[src/rtl/qcalc_pkg.sv]
package qcalc_pkg;

    localparam int DW    = 32;
    localparam int CW    = 4;
    localparam int SHW   = $clog2(DW);
    localparam int NPIPE = 2;          // 0: add/subtract, 1: shifts

    typedef logic [CW-1:0] cmd_t;

    localparam cmd_t CMD_IDLE = 4'd0;
    localparam cmd_t CMD_ADD  = 4'd1;
    localparam cmd_t CMD_SUB  = 4'd2;
    localparam cmd_t CMD_SHL  = 4'd5;
    localparam cmd_t CMD_SHR  = 4'd6;

    typedef enum logic [1:0] {
        RSP_NONE  = 2'd0,
        RSP_OK    = 2'd1,
        RSP_ERR   = 2'd2,
        RSP_FAULT = 2'd3
    } rsp_e;

    typedef struct packed {
        cmd_t          op;
        logic [DW-1:0] a;
        logic [DW-1:0] b;
    } req_t;

    typedef struct packed {
        rsp_e          rsp;
        logic [DW-1:0] data;
    } res_t;

    function automatic logic cmd_known(cmd_t c);
        return (c == CMD_ADD) || (c == CMD_SUB) || (c == CMD_SHL) || (c == CMD_SHR);
    endfunction

    function automatic logic cmd_is_shift(cmd_t c);
        return (c == CMD_SHL) || (c == CMD_SHR);
    endfunction

    function automatic res_t evaluate(req_t r);
        res_t          o;
        logic [DW:0]   sum;
        logic [SHW-1:0] amt;
        sum = {1'b0, r.a} + {1'b0, r.b};
        amt = r.b[SHW-1:0];
        o.rsp  = RSP_OK;
        o.data = '0;
        case (r.op)
            CMD_ADD: if (sum[DW]) o.rsp = RSP_ERR; else o.data = sum[DW-1:0];
            CMD_SUB: if (r.b > r.a) o.rsp = RSP_ERR; else o.data = r.a - r.b;
            CMD_SHL: o.data = r.a << amt;
            CMD_SHR: o.data = r.a >> amt;
            default: o.rsp = RSP_ERR;
        endcase
        return o;
    endfunction

endpackage

[src/rtl/qcalc_port.sv]
module qcalc_port
    import qcalc_pkg::*;
#(
    parameter int AW = 4
) (
    input  logic          clk,
    input  logic          rst,
    input  cmd_t          cmd_i,
    input  logic [DW-1:0] din_i,
    input  logic          grant_i,
    input  logic          done_i,
    output logic          ready_o,
    output logic          shift_o,
    output logic          bad_o,
    output req_t          req_o,
    output logic [AW-1:0] age_o
);

    typedef enum logic [1:0] {S_IDLE, S_OP2, S_WAIT, S_BUSY} st_e;

    st_e           st;
    req_t          req;
    logic [AW-1:0] age;

    always_ff @(posedge clk) begin
        if (rst) begin
            st  <= S_IDLE;
            req <= '0;
            age <= '0;
        end else begin
            case (st)
                S_IDLE: if (cmd_i != CMD_IDLE) begin
                    req.op <= cmd_i;
                    req.a  <= din_i;
                    st     <= S_OP2;
                end
                S_OP2: begin
                    req.b <= din_i;
                    age   <= '0;
                    st    <= cmd_known(req.op) ? S_WAIT : S_IDLE;
                end
                S_WAIT: begin
                    if (grant_i)        st  <= S_BUSY;
                    else if (age != '1) age <= age + 1'b1;
                end
                S_BUSY: if (done_i) st <= S_IDLE;
                default: st <= S_IDLE;
            endcase
        end
    end

    assign ready_o = (st == S_WAIT);
    assign shift_o = cmd_is_shift(req.op);
    assign bad_o   = (st == S_OP2) && !cmd_known(req.op);
    assign req_o   = req;
    assign age_o   = age;

endmodule

[src/rtl/qcalc_arb.sv]
module qcalc_arb #(
    parameter int NPORT = 4,
    parameter int AW    = 4,
    parameter int PW    = 2
) (
    input  logic                      clk,
    input  logic                      rst,
    input  logic [NPORT-1:0]          req_i,
    input  logic [NPORT-1:0][AW-1:0]  age_i,
    input  logic                      free_i,
    output logic [NPORT-1:0]          gnt_o,
    output logic [PW-1:0]             idx_o,
    output logic                      any_o
);

    logic [PW-1:0] ptr;
    logic [AW-1:0] oldest;

    always_comb begin
        oldest = '0;
        for (int i = 0; i < NPORT; i++)
            if (req_i[i] && age_i[i] > oldest) oldest = age_i[i];
        gnt_o = '0;
        idx_o = '0;
        any_o = 1'b0;
        for (int k = 0; k < NPORT; k++) begin
            int j;
            j = int'(ptr) + k;
            if (j >= NPORT) j = j - NPORT;
            if (!any_o && free_i && req_i[j] && age_i[j] == oldest) begin
                any_o    = 1'b1;
                gnt_o[j] = 1'b1;
                idx_o    = PW'(j);
            end
        end
    end

    always_ff @(posedge clk) begin
        if (rst)        ptr <= '0;
        else if (any_o) ptr <= (int'(idx_o) == NPORT - 1) ? '0 : idx_o + 1'b1;
    end

endmodule

[src/rtl/qcalc_pipe.sv]
module qcalc_pipe
    import qcalc_pkg::*;
#(
    parameter int LAT = 2,
    parameter int PW  = 2
) (
    input  logic          clk,
    input  logic          rst,
    input  logic          load_i,
    input  req_t          req_i,
    input  logic [PW-1:0] owner_i,
    output logic          busy_o,
    output logic          done_o,
    output logic [PW-1:0] owner_o,
    output res_t          res_o
);

    localparam int TW = (LAT > 1) ? $clog2(LAT) : 1;

    logic [TW-1:0] cnt;

    always_ff @(posedge clk) begin
        if (rst) begin
            busy_o  <= 1'b0;
            cnt     <= '0;
            owner_o <= '0;
            res_o   <= '0;
        end else if (load_i) begin
            busy_o  <= 1'b1;
            cnt     <= TW'(LAT - 1);
            owner_o <= owner_i;
            res_o   <= evaluate(req_i);
        end else if (busy_o) begin
            if (cnt == '0) busy_o <= 1'b0;
            else           cnt    <= cnt - 1'b1;
        end
    end

    assign done_o = busy_o && (cnt == '0);

endmodule

[src/rtl/quad_port_calc.sv]
module quad_port_calc
    import qcalc_pkg::*;
#(
    parameter int NPORT = 4,
    parameter int LAT   = 2
) (
    input  logic                     clk,
    input  logic                     rst,
    input  logic [NPORT-1:0][CW-1:0] cmd_i,
    input  logic [NPORT-1:0][DW-1:0] data_i,
    output logic [NPORT-1:0][1:0]    resp_o,
    output logic [NPORT-1:0][DW-1:0] data_o
);

    localparam int PW = (NPORT > 1) ? $clog2(NPORT) : 1;
    localparam int AW = $clog2(NPORT * (LAT + 1) + 2);

    logic [NPORT-1:0]          ready, shift, bad, grant, done;
    logic [NPORT-1:0][AW-1:0]  age;
    req_t                      reqs [NPORT];

    logic [NPIPE-1:0][NPORT-1:0] pgnt;
    logic [NPIPE-1:0][PW-1:0]    pidx, powner;
    logic [NPIPE-1:0]            pany, pbusy, pdone;
    res_t                        pres [NPIPE];

    for (genvar p = 0; p < NPORT; p++) begin : g_port
        qcalc_port #(.AW(AW)) u_port (
            .clk    (clk),
            .rst    (rst),
            .cmd_i  (cmd_i[p]),
            .din_i  (data_i[p]),
            .grant_i(grant[p]),
            .done_i (done[p]),
            .ready_o(ready[p]),
            .shift_o(shift[p]),
            .bad_o  (bad[p]),
            .req_o  (reqs[p]),
            .age_o  (age[p])
        );
    end

    for (genvar k = 0; k < NPIPE; k++) begin : g_pipe
        logic [NPORT-1:0] class_req;
        assign class_req = ready & ((k == 1) ? shift : ~shift);

        qcalc_arb #(.NPORT(NPORT), .AW(AW), .PW(PW)) u_arb (
            .clk   (clk),
            .rst   (rst),
            .req_i (class_req),
            .age_i (age),
            .free_i(!pbusy[k]),
            .gnt_o (pgnt[k]),
            .idx_o (pidx[k]),
            .any_o (pany[k])
        );

        qcalc_pipe #(.LAT(LAT), .PW(PW)) u_pipe (
            .clk    (clk),
            .rst    (rst),
            .load_i (pany[k]),
            .req_i  (reqs[pidx[k]]),
            .owner_i(pidx[k]),
            .busy_o (pbusy[k]),
            .done_o (pdone[k]),
            .owner_o(powner[k]),
            .res_o  (pres[k])
        );
    end

    always_comb begin
        for (int p = 0; p < NPORT; p++) begin
            grant[p] = 1'b0;
            done[p]  = 1'b0;
            for (int k = 0; k < NPIPE; k++) begin
                grant[p] = grant[p] | pgnt[k][p];
                done[p]  = done[p] | (pdone[k] && powner[k] == PW'(p));
            end
        end
    end

    always_ff @(posedge clk) begin
        if (rst) begin
            resp_o <= '0;
            data_o <= '0;
        end else begin
            for (int p = 0; p < NPORT; p++) begin
                resp_o[p] <= RSP_NONE;
                data_o[p] <= '0;
                if (bad[p]) resp_o[p] <= RSP_ERR;
                for (int k = 0; k < NPIPE; k++) begin
                    if (pdone[k] && powner[k] == PW'(p)) begin
                        resp_o[p] <= pres[k].rsp;
                        data_o[p] <= pres[k].data;
                    end
                end
            end
        end
    end

endmodule

[config.mk]
export PLATFORM = sky130hd
export DESIGN_NAME = quad_port_calc
export DESIGN_NICKNAME = d
export VERILOG_FILES = /design/src/rtl/qcalc_pkg.sv /design/src/rtl/qcalc_port.sv /design/src/rtl/qcalc_arb.sv /design/src/rtl/qcalc_pipe.sv /design/src/rtl/quad_port_calc.sv
export SDC_FILE = /design/constraint.sdc
export NUM_CORES = 2
export LEC_CHECK = 0
export ABC_CLOCK_PERIOD_IN_PS = 27700
export BUFFER_PORTS_ARGS = -buffer_cell sky130_fd_sc_hd__buf_2
export CORE_MARGIN = 10
export CORE_UTILIZATION = 45
export DETAILED_ROUTE_END_ITERATION = 10
export GPL_TIMING_DRIVEN = 0
export SYNTH_ARGS = -nofsm -noshare
export SYNTH_HDL_FRONTEND = slang
export SYNTH_SLANG_ARGS = --single-unit
[constraint.sdc]
create_clock -name clk -period 27.7 [get_ports clk]
set_input_delay 2.77 -clock clk [delete_from_list [all_inputs] [get_ports clk]]
set_output_delay 2.77 -clock clk [all_outputs]
set_load 0.005 [all_outputs]
== Word-level counts from Yosys, hierarchy flattened ==
Cells that the tools add are included.

* Register bits: 512
* Bits of input ports: 146
* Word-level logic and storage cells: 500

* Add/subtract/negate cells: 26
* Magnitude comparators: 35
* Eq/ne operators: 76
* Shifts and indexed selects: 4
* Muxes and demuxes: 188
* Bitwise logic cells: 21
* Reduce and logical (&&, ||, !) cells: 110

{| class="wikitable"
|+ Operators by type and width
! operator !! number
|-
| 2-to-1 mux 32 bit || 20
|-
| binary-select mux 68 bit (select 2 bit) || 2
|-
| 2-to-1 mux 68 bit || 4
|-
| greater-or-equal comparator 32 x 1 -> 1 bit (second input constant) || 8
|-
| < comparator 32 x 4 -> 1 bit (second input constant) || 8
|-
| one-hot mux 32 bit (4 select lines) || 2
|-
| greater-or-equal comparator 32 x 4 -> 1 bit (second input constant) || 6
|-
| subtractor 32 x 4 -> 32 bit (second input constant) || 6
|-
| 2-to-1 mux 4 bit || 40
|-
| 2-to-1 mux 2 bit || 42
|-
| adder 32 x 32 -> 33 bit || 2
|-
| binary-select mux 4 bit (select 2 bit) || 8
|-
| greater-than comparator 32 bit || 2
|-
| left shift 32 x 5 -> 32 bit || 2
|-
| >> shifter 32 x 5 -> 32 bit || 2
|-
| subtractor 32 bit || 2
|-
| logical AND 1 bit || 52
|-
| equality test 4 x 3 -> 1 bit (second input constant) || 12
|-
| 2-to-1 mux 1 bit || 44
|-
| equality test 4 bit || 8
|-
| one-hot mux 2 bit (4 select lines) || 4
|-
| one-hot mux 4 bit (2 select lines) || 4
|-
| equality test 2 bit (second input constant) || 12
|-
| equality test 4 x 1 -> 1 bit (second input constant) || 6
|-
| 32 further kinds || 162
|}

== Longest topological paths before layout ==
* Word-level depth: 40
* Depth in mapped cells: 58

== Modules after synthesis ==
A second synthesis with hierarchy kept.

* Cell total of the unflattened synthesis: 5071
* Area total of the unflattened synthesis: 39952.1 µm²

{| class="wikitable"
|+ By module, submodules not included
! module !! instances !! cells an instance !! area an instance (µm²) !! sequential area each (µm²)
|-
| qcalc_port || 4 || 348 || 2797.7 || 1481.4
|-
| qcalc_pipe (g_pipe[1].u_pipe) || 1 || 1270 || 8514.4 || 760.7
|-
| quad_port_calc || 1 || 805 || 8449.4 || 2722.6
|-
| qcalc_pipe (g_pipe[0].u_pipe) || 1 || 1219 || 8389.3 || 760.7
|-
| qcalc_arb (g_pipe[1].u_arb) || 1 || 188 || 1737.9 || 40.0
|-
| qcalc_arb (g_pipe[0].u_arb) || 1 || 197 || 1670.4 || 40.0
|}

== Worst setup path after synthesis ==
OpenSTA, ideal clock, no wires.

* Kind: reg2reg
* Start: register g_port[0].u_port.st[0]
* End: register g_pipe[0].u_pipe.res_o[14] (netlist bit)
* Data arrival time: 11750 ps
* Data required time: 27576 ps
* Path slack: 15825 ps
* Cell stages (with the launch flop): 58
* Path buffers: 9
* Clock period less this slack: 11875 ps
* Path through: dfxtp_1 > inv_1 > ha_1 > a21boi_1 > nand3_1 > ha_1 > nor2b_1 > o211ai_1 > a21oi_1 > a21boi_1 > or2_2 > ha_1 > inv_1 > a21oi_1 > o21ai_0 > and3_4 > o31a_1 > inv_2 > [22 not listed] > a21o_1 > a21o_1 > a2111o_1 > nand3_1 > a31oi_1 > a31oi_1 > o21ai_0 > a221oi_1 > a21oi_1 > a221o_1 > and2_1 > a211o_1 > o211ai_1 > clkbuf_1 > clkbuf_1 > o22ai_1 > a221oi_1 > a21oi_1

* Longest elaborated chain between the ends: 38

{| class="wikitable"
|+ RTL lines
! what !! RTL line !! source
|-
| start, declared || qcalc_port.sv:21 || <nowiki>st_e st;</nowiki>
|-
| start signal, assigned || qcalc_port.sv:40 || <nowiki>st <= cmd_known(req.op) ? S_WAIT : S_IDLE;</nowiki>
|-
| equality test 2 bit (*) || qcalc_port.sv:52 || <nowiki>assign ready_o = (st == S_WAIT);</nowiki>
|-
| bitwise AND 4 bit (*) || quad_port_calc.sv:45 || <nowiki>assign class_req = ready & ((k == 1) ? shift : ~shift);</nowiki>
|-
| logical AND 1 bit || qcalc_arb.sv:22 || <nowiki>if (req_i[i] && age_i[i] > oldest) oldest = age_i[i];</nowiki>
|-
| 2-to-1 mux 4 bit || qcalc_arb.sv:22 ||
|-
| greater-than comparator 4 bit || qcalc_arb.sv:22 ||
|-
| logical AND 1 bit || qcalc_arb.sv:22 ||
|-
| 2-to-1 mux 4 bit || qcalc_arb.sv:22 ||
|-
| greater-than comparator 4 bit || qcalc_arb.sv:22 ||
|-
| [19 not listed] || -- ||
|-
| logical AND 1 bit (3 in series) || qcalc_arb.sv:30 || <nowiki>if (!any_o && free_i && req_i[j] && age_i[j] == oldest) begin</nowiki>
|-
| 2-to-1 mux 2 bit || qcalc_arb.sv:30 ||
|-
| inverter 2 -> 3 bit (not written as such) || quad_port_calc.sv:62 || <nowiki>.req_i (reqs[pidx[k]]),</nowiki>
|-
| binary-select mux 68 bit (select 2 bit) || quad_port_calc.sv:62 ||
|-
| 2-to-1 mux 68 bit (not written as such) (2 in series) || quad_port_calc.sv:62 ||
|-
| subtractor 32 bit (tied with other cells) || qcalc_pkg.sv:52 || <nowiki>CMD_SUB: if (r.b > r.a) o.rsp = RSP_ERR; else o.data = r.a - r.b;</nowiki>
|-
| 2-to-1 mux 32 bit, on equally long branches || qcalc_pkg.sv:52, qcalc_pkg.sv:51 ||
|-
| one-hot mux 32 bit (4 select lines) || qcalc_pkg.sv:50 || <nowiki>case (r.op)</nowiki>
|-
| end signal, assigned || qcalc_pipe.sv:32 || <nowiki>res_o <= evaluate(req_i);</nowiki>
|-
| end, declared || qcalc_pipe.sv:15 || <nowiki>output res_t res_o</nowiki>
|}

Every way passes the cells marked *; elsewhere a longest branch is shown, timed or not. The select of a mux whose other input is x is not followed.
A chain may end at the register's enable or synchronous reset.

== Worst setup path in the final report ==
* Start: register g_port[0].u_port.st[0]
* End: register g_pipe[0].u_pipe.res_o[26] (netlist bit)

The elaborated chain is that of the path after synthesis.

==> run metrics <==
Layout Skew between 0.04 and 0.05 ns; Synth top area share 27.3%; share of layout cells above drive strength 1 13.0%; synth unique cells between 100 and 150; Detailed Routing Iterations Pass 1 8; sw frac 59.1%; # nets final about 5400; # IOs 282; Critical path origin g_port[0].u_port.st[0]; Leak 17.1 nW; commonest non-fill, non-tap cells in the layout nor2_1, nand2_1, dfxtp_1, mux2i_1, buf_2; Core Area around 80000 µm²; Post-synth EDFFs 0; fmax 55.1 MHz; leading cell type in the layout, fill and taps excluded nor2_1; post-synth top area cell dfxtp_1; Clk Latency, worst-skew pair ~0.66 ns; R2R Path End g_pipe[0].u_pipe.res_o[26]; Final Core Density 51.4%; Avg Inst Size Synth 7.89 µm²; critical path type reg -> reg; Hold Violations, Final 0; fillers 8180; ys flop type dfxtp_1; delay-heaviest family, CP compound AO/OA/AOI/OAI gates; #FFs+latches synth about 510; Net Count, Synth 5040; Crit-path slowest cell buf_1; RSZ-0062 raised after global routing no; detailed placement HPWL 162000 µm; gpl congestion 1.09; crit end category register; CTS clk-pin slew, worst paths 0.07 ns; Total Wirelength 204000 µm; Clock Path Buffers 3; relative slew slack -6.04%; Cell Pwr Density 147 nW/µm²; post-cts resize count 0; Die Width roughly 310 µm; initial antenna violation count 8; clock tree sinks 512; top cells by area, synth dfxtp_1, mux2i_1, nor2_1, nand2_1, a21oi_1; Worst path depth 52; worst r2r path cells 52; initial drt markers approximately 6600; fin. max-slew vios 18; H-tree levels 2; Max-Cap Viols 2; peak supply drop 0.000164 V; Final Cycle Share approximately two thirds; CTS Hold Bufs 0; GRT overflow 0; WP data required approximately 28 ns; CP max FO 10; Comb power frac 73.6%; Flop pwr share 13.9%; failing checks max-capacitance violations, max-slew violations; R2R setup slack 9.56 ns; total die area 95400 µm²; TritonCTS clock tree built; CTS Buf Count 55; PortBufs 280; Clk pwr share 12.5%; minimum clock period after layout 18.14 ns; Layout Area Growth over Synthesis 12.6%; largest net degree at the start of global routing 16; Die H roughly 310 µm; DRT antenna net count 0; global-route wire length before repair 289000 µm; vias per inst 6.85; Syn Inst Count about 4800; initial core utilization about 46%; worst r2r src g_port[0].u_port.st[0]; slowest cell delay on critical path 1.08 ns; end of the critical path g_pipe[0].u_pipe.res_o[26]; vias in the first global route 39500; status complete, but fails checks; CP Launch Type register; Post CTS Setup Buffer Count 0; P_int between 2 and 3 mW; critical path buffer and inverter count 11; worst-margin pin slew 1.58 ns; Final TNS setup 0 ns; Synth Cell Area 37600 µm²; endpoints failing setup 0; register area share after synthesis 27.3%; GR Util All Layers 41.0%; via count 42600; Yosys warning count 0; root buf cell clkbuf_16; drt drc 0; ys async rst share 0%; Hold Path Class reg -> reg; drt wl/cell around 33 µm; Sw Pwr ~3.7 mW; Worst Hold Margin 0.489 ns; row cnt roughly 110; WP data arrival 18.59 ns
[cells by family after synthesis]
group                      count (synthesis)  synth area share, %
and+or+nand+nor                         1579                 18.6
AOI/OAI and AO/OA                       1365                 25.1
xor gates and xnor gates                  52                 1.21
buffers and inverters                    537                 5.81
adders and majority gates                132                 4.44
muxes                                    585                 17.5
DFF                                      512                 27.3
[sequential cells by signal (all words and copies together), names as in the netlist, named ones only]
register               count
g_pipe.u_arb.ptr           4
g_port.u_port.st           4
g_pipe.u_pipe.res_o       68
data_o                   128
g_pipe.u_pipe.busy_o       2
g_port.u_port.req_o      272
g_pipe.u_pipe.cnt          2
g_port.u_port.age_o       16
g_pipe.u_pipe.owner_o      4
resp_o                     8
[cell type report]
cell class	instances	area, µm²	share of cell area [%]
clock buffer	74	1530	3.61
multi-input combinational	3713	25200	59.5
antenna	3	7.51	0.0177
timing repair buffer	287	1460	3.45
sequential	512	10200	24.2
buffer	402	1680	3.96
tap	1070	1340	3.16
clock inverter	25	354	0.837
inverter	135	509	1.20
[worst register-to-register path, delay by kind of cell, from the launching register on]
family                     cells  cell delay, ns
AOI/OAI and AO/OA             24            7.98
buffers and inverters         11            4.74
and+or+nand+nor               10            2.33
adders and majority gates      5            1.38
muxes                          1            1.00
DFF                            1            0.36
xor gates and xnor gates       1            0.16
[layer usage]
layer	up-vias	track usage, %	part of all wire [%]
met2	3248	59.8	41
met1	20400	53.0	39
met4	6	24.9	7.2
li1	18200	-	-
met3	676	11.6	13
met5	-	0	0.019
[power by group through the flow]
stage / clock, mW / sequential, mW / combinational, mW
6_report: 0.779 / 0.870 / 4.59
5_1_grt: 0.807 / 0.872 / 4.67
4_1_cts: 0.778 / 0.863 / 4.32
3_5_place_dp: 0 / 0.880 / 4.30
3_3_place_gp: 0 / 0.877 / 4.32
2_1_floorplan: 0 / 0.843 / 2.62
[metrics by stage]
stage / power [mW] / cell area (µm²) / setup slack (ns) / cells
floorplan: 3.46 / 37600 / 15.83 / 4762
global placement: 5.20 / 40300 / 10.55 / 6112
detailed placement: 5.18 / 40400 / 10.43 / 6119
CTS: 5.96 / 42300 / 10.39 / 6218
global route: 6.35 / 42300 / 9.22 / 6219
finish: 6.24 / 42300 / 9.56 / 6221
[synth_stat cells, types with 43 or more instances]
master	number
a22oi_1	185
inv_1	117
mux2i_1	468
nor3_1	71
o211ai_1	56
a211oi_1	71
nor2_1	553
buf_2	76
mux4_2	50
ha_1	130
mux2_2	63
a21oi_1	332
o21ai_0	172
o22ai_1	80
dfxtp_1	512
nand2_1	527
nor2b_1	43
clkbuf_1	282
nand3_1	176
a221oi_1	44
[worst min-delay path by stage]
| stage | from | endpoint | slack [ns] | cells past startpoint |
|---|---|---|---|---|
| after detailed placement | g_pipe[1].u_pipe.cnt | g_pipe[1].u_pipe.busy_o | 0.48 | 2 |
| after CTS | g_pipe[1].u_pipe.cnt | g_pipe[1].u_pipe.busy_o | 0.49 | 2 |
| after floorplan | g_port[0].u_port.req_o[63] | g_port[0].u_port.req_o[63] | 0.45 | 2 |
| after global routing | g_pipe[1].u_pipe.cnt | g_pipe[1].u_pipe.busy_o | 0.49 | 2 |
| after global placement | g_pipe[1].u_pipe.cnt | g_pipe[1].u_pipe.busy_o | 0.46 | 2 |
| final | g_port[1].u_port.req_o[35] | g_port[1].u_port.req_o[35] | 0.49 | 2 |
(Power assumes the default switching activity.)
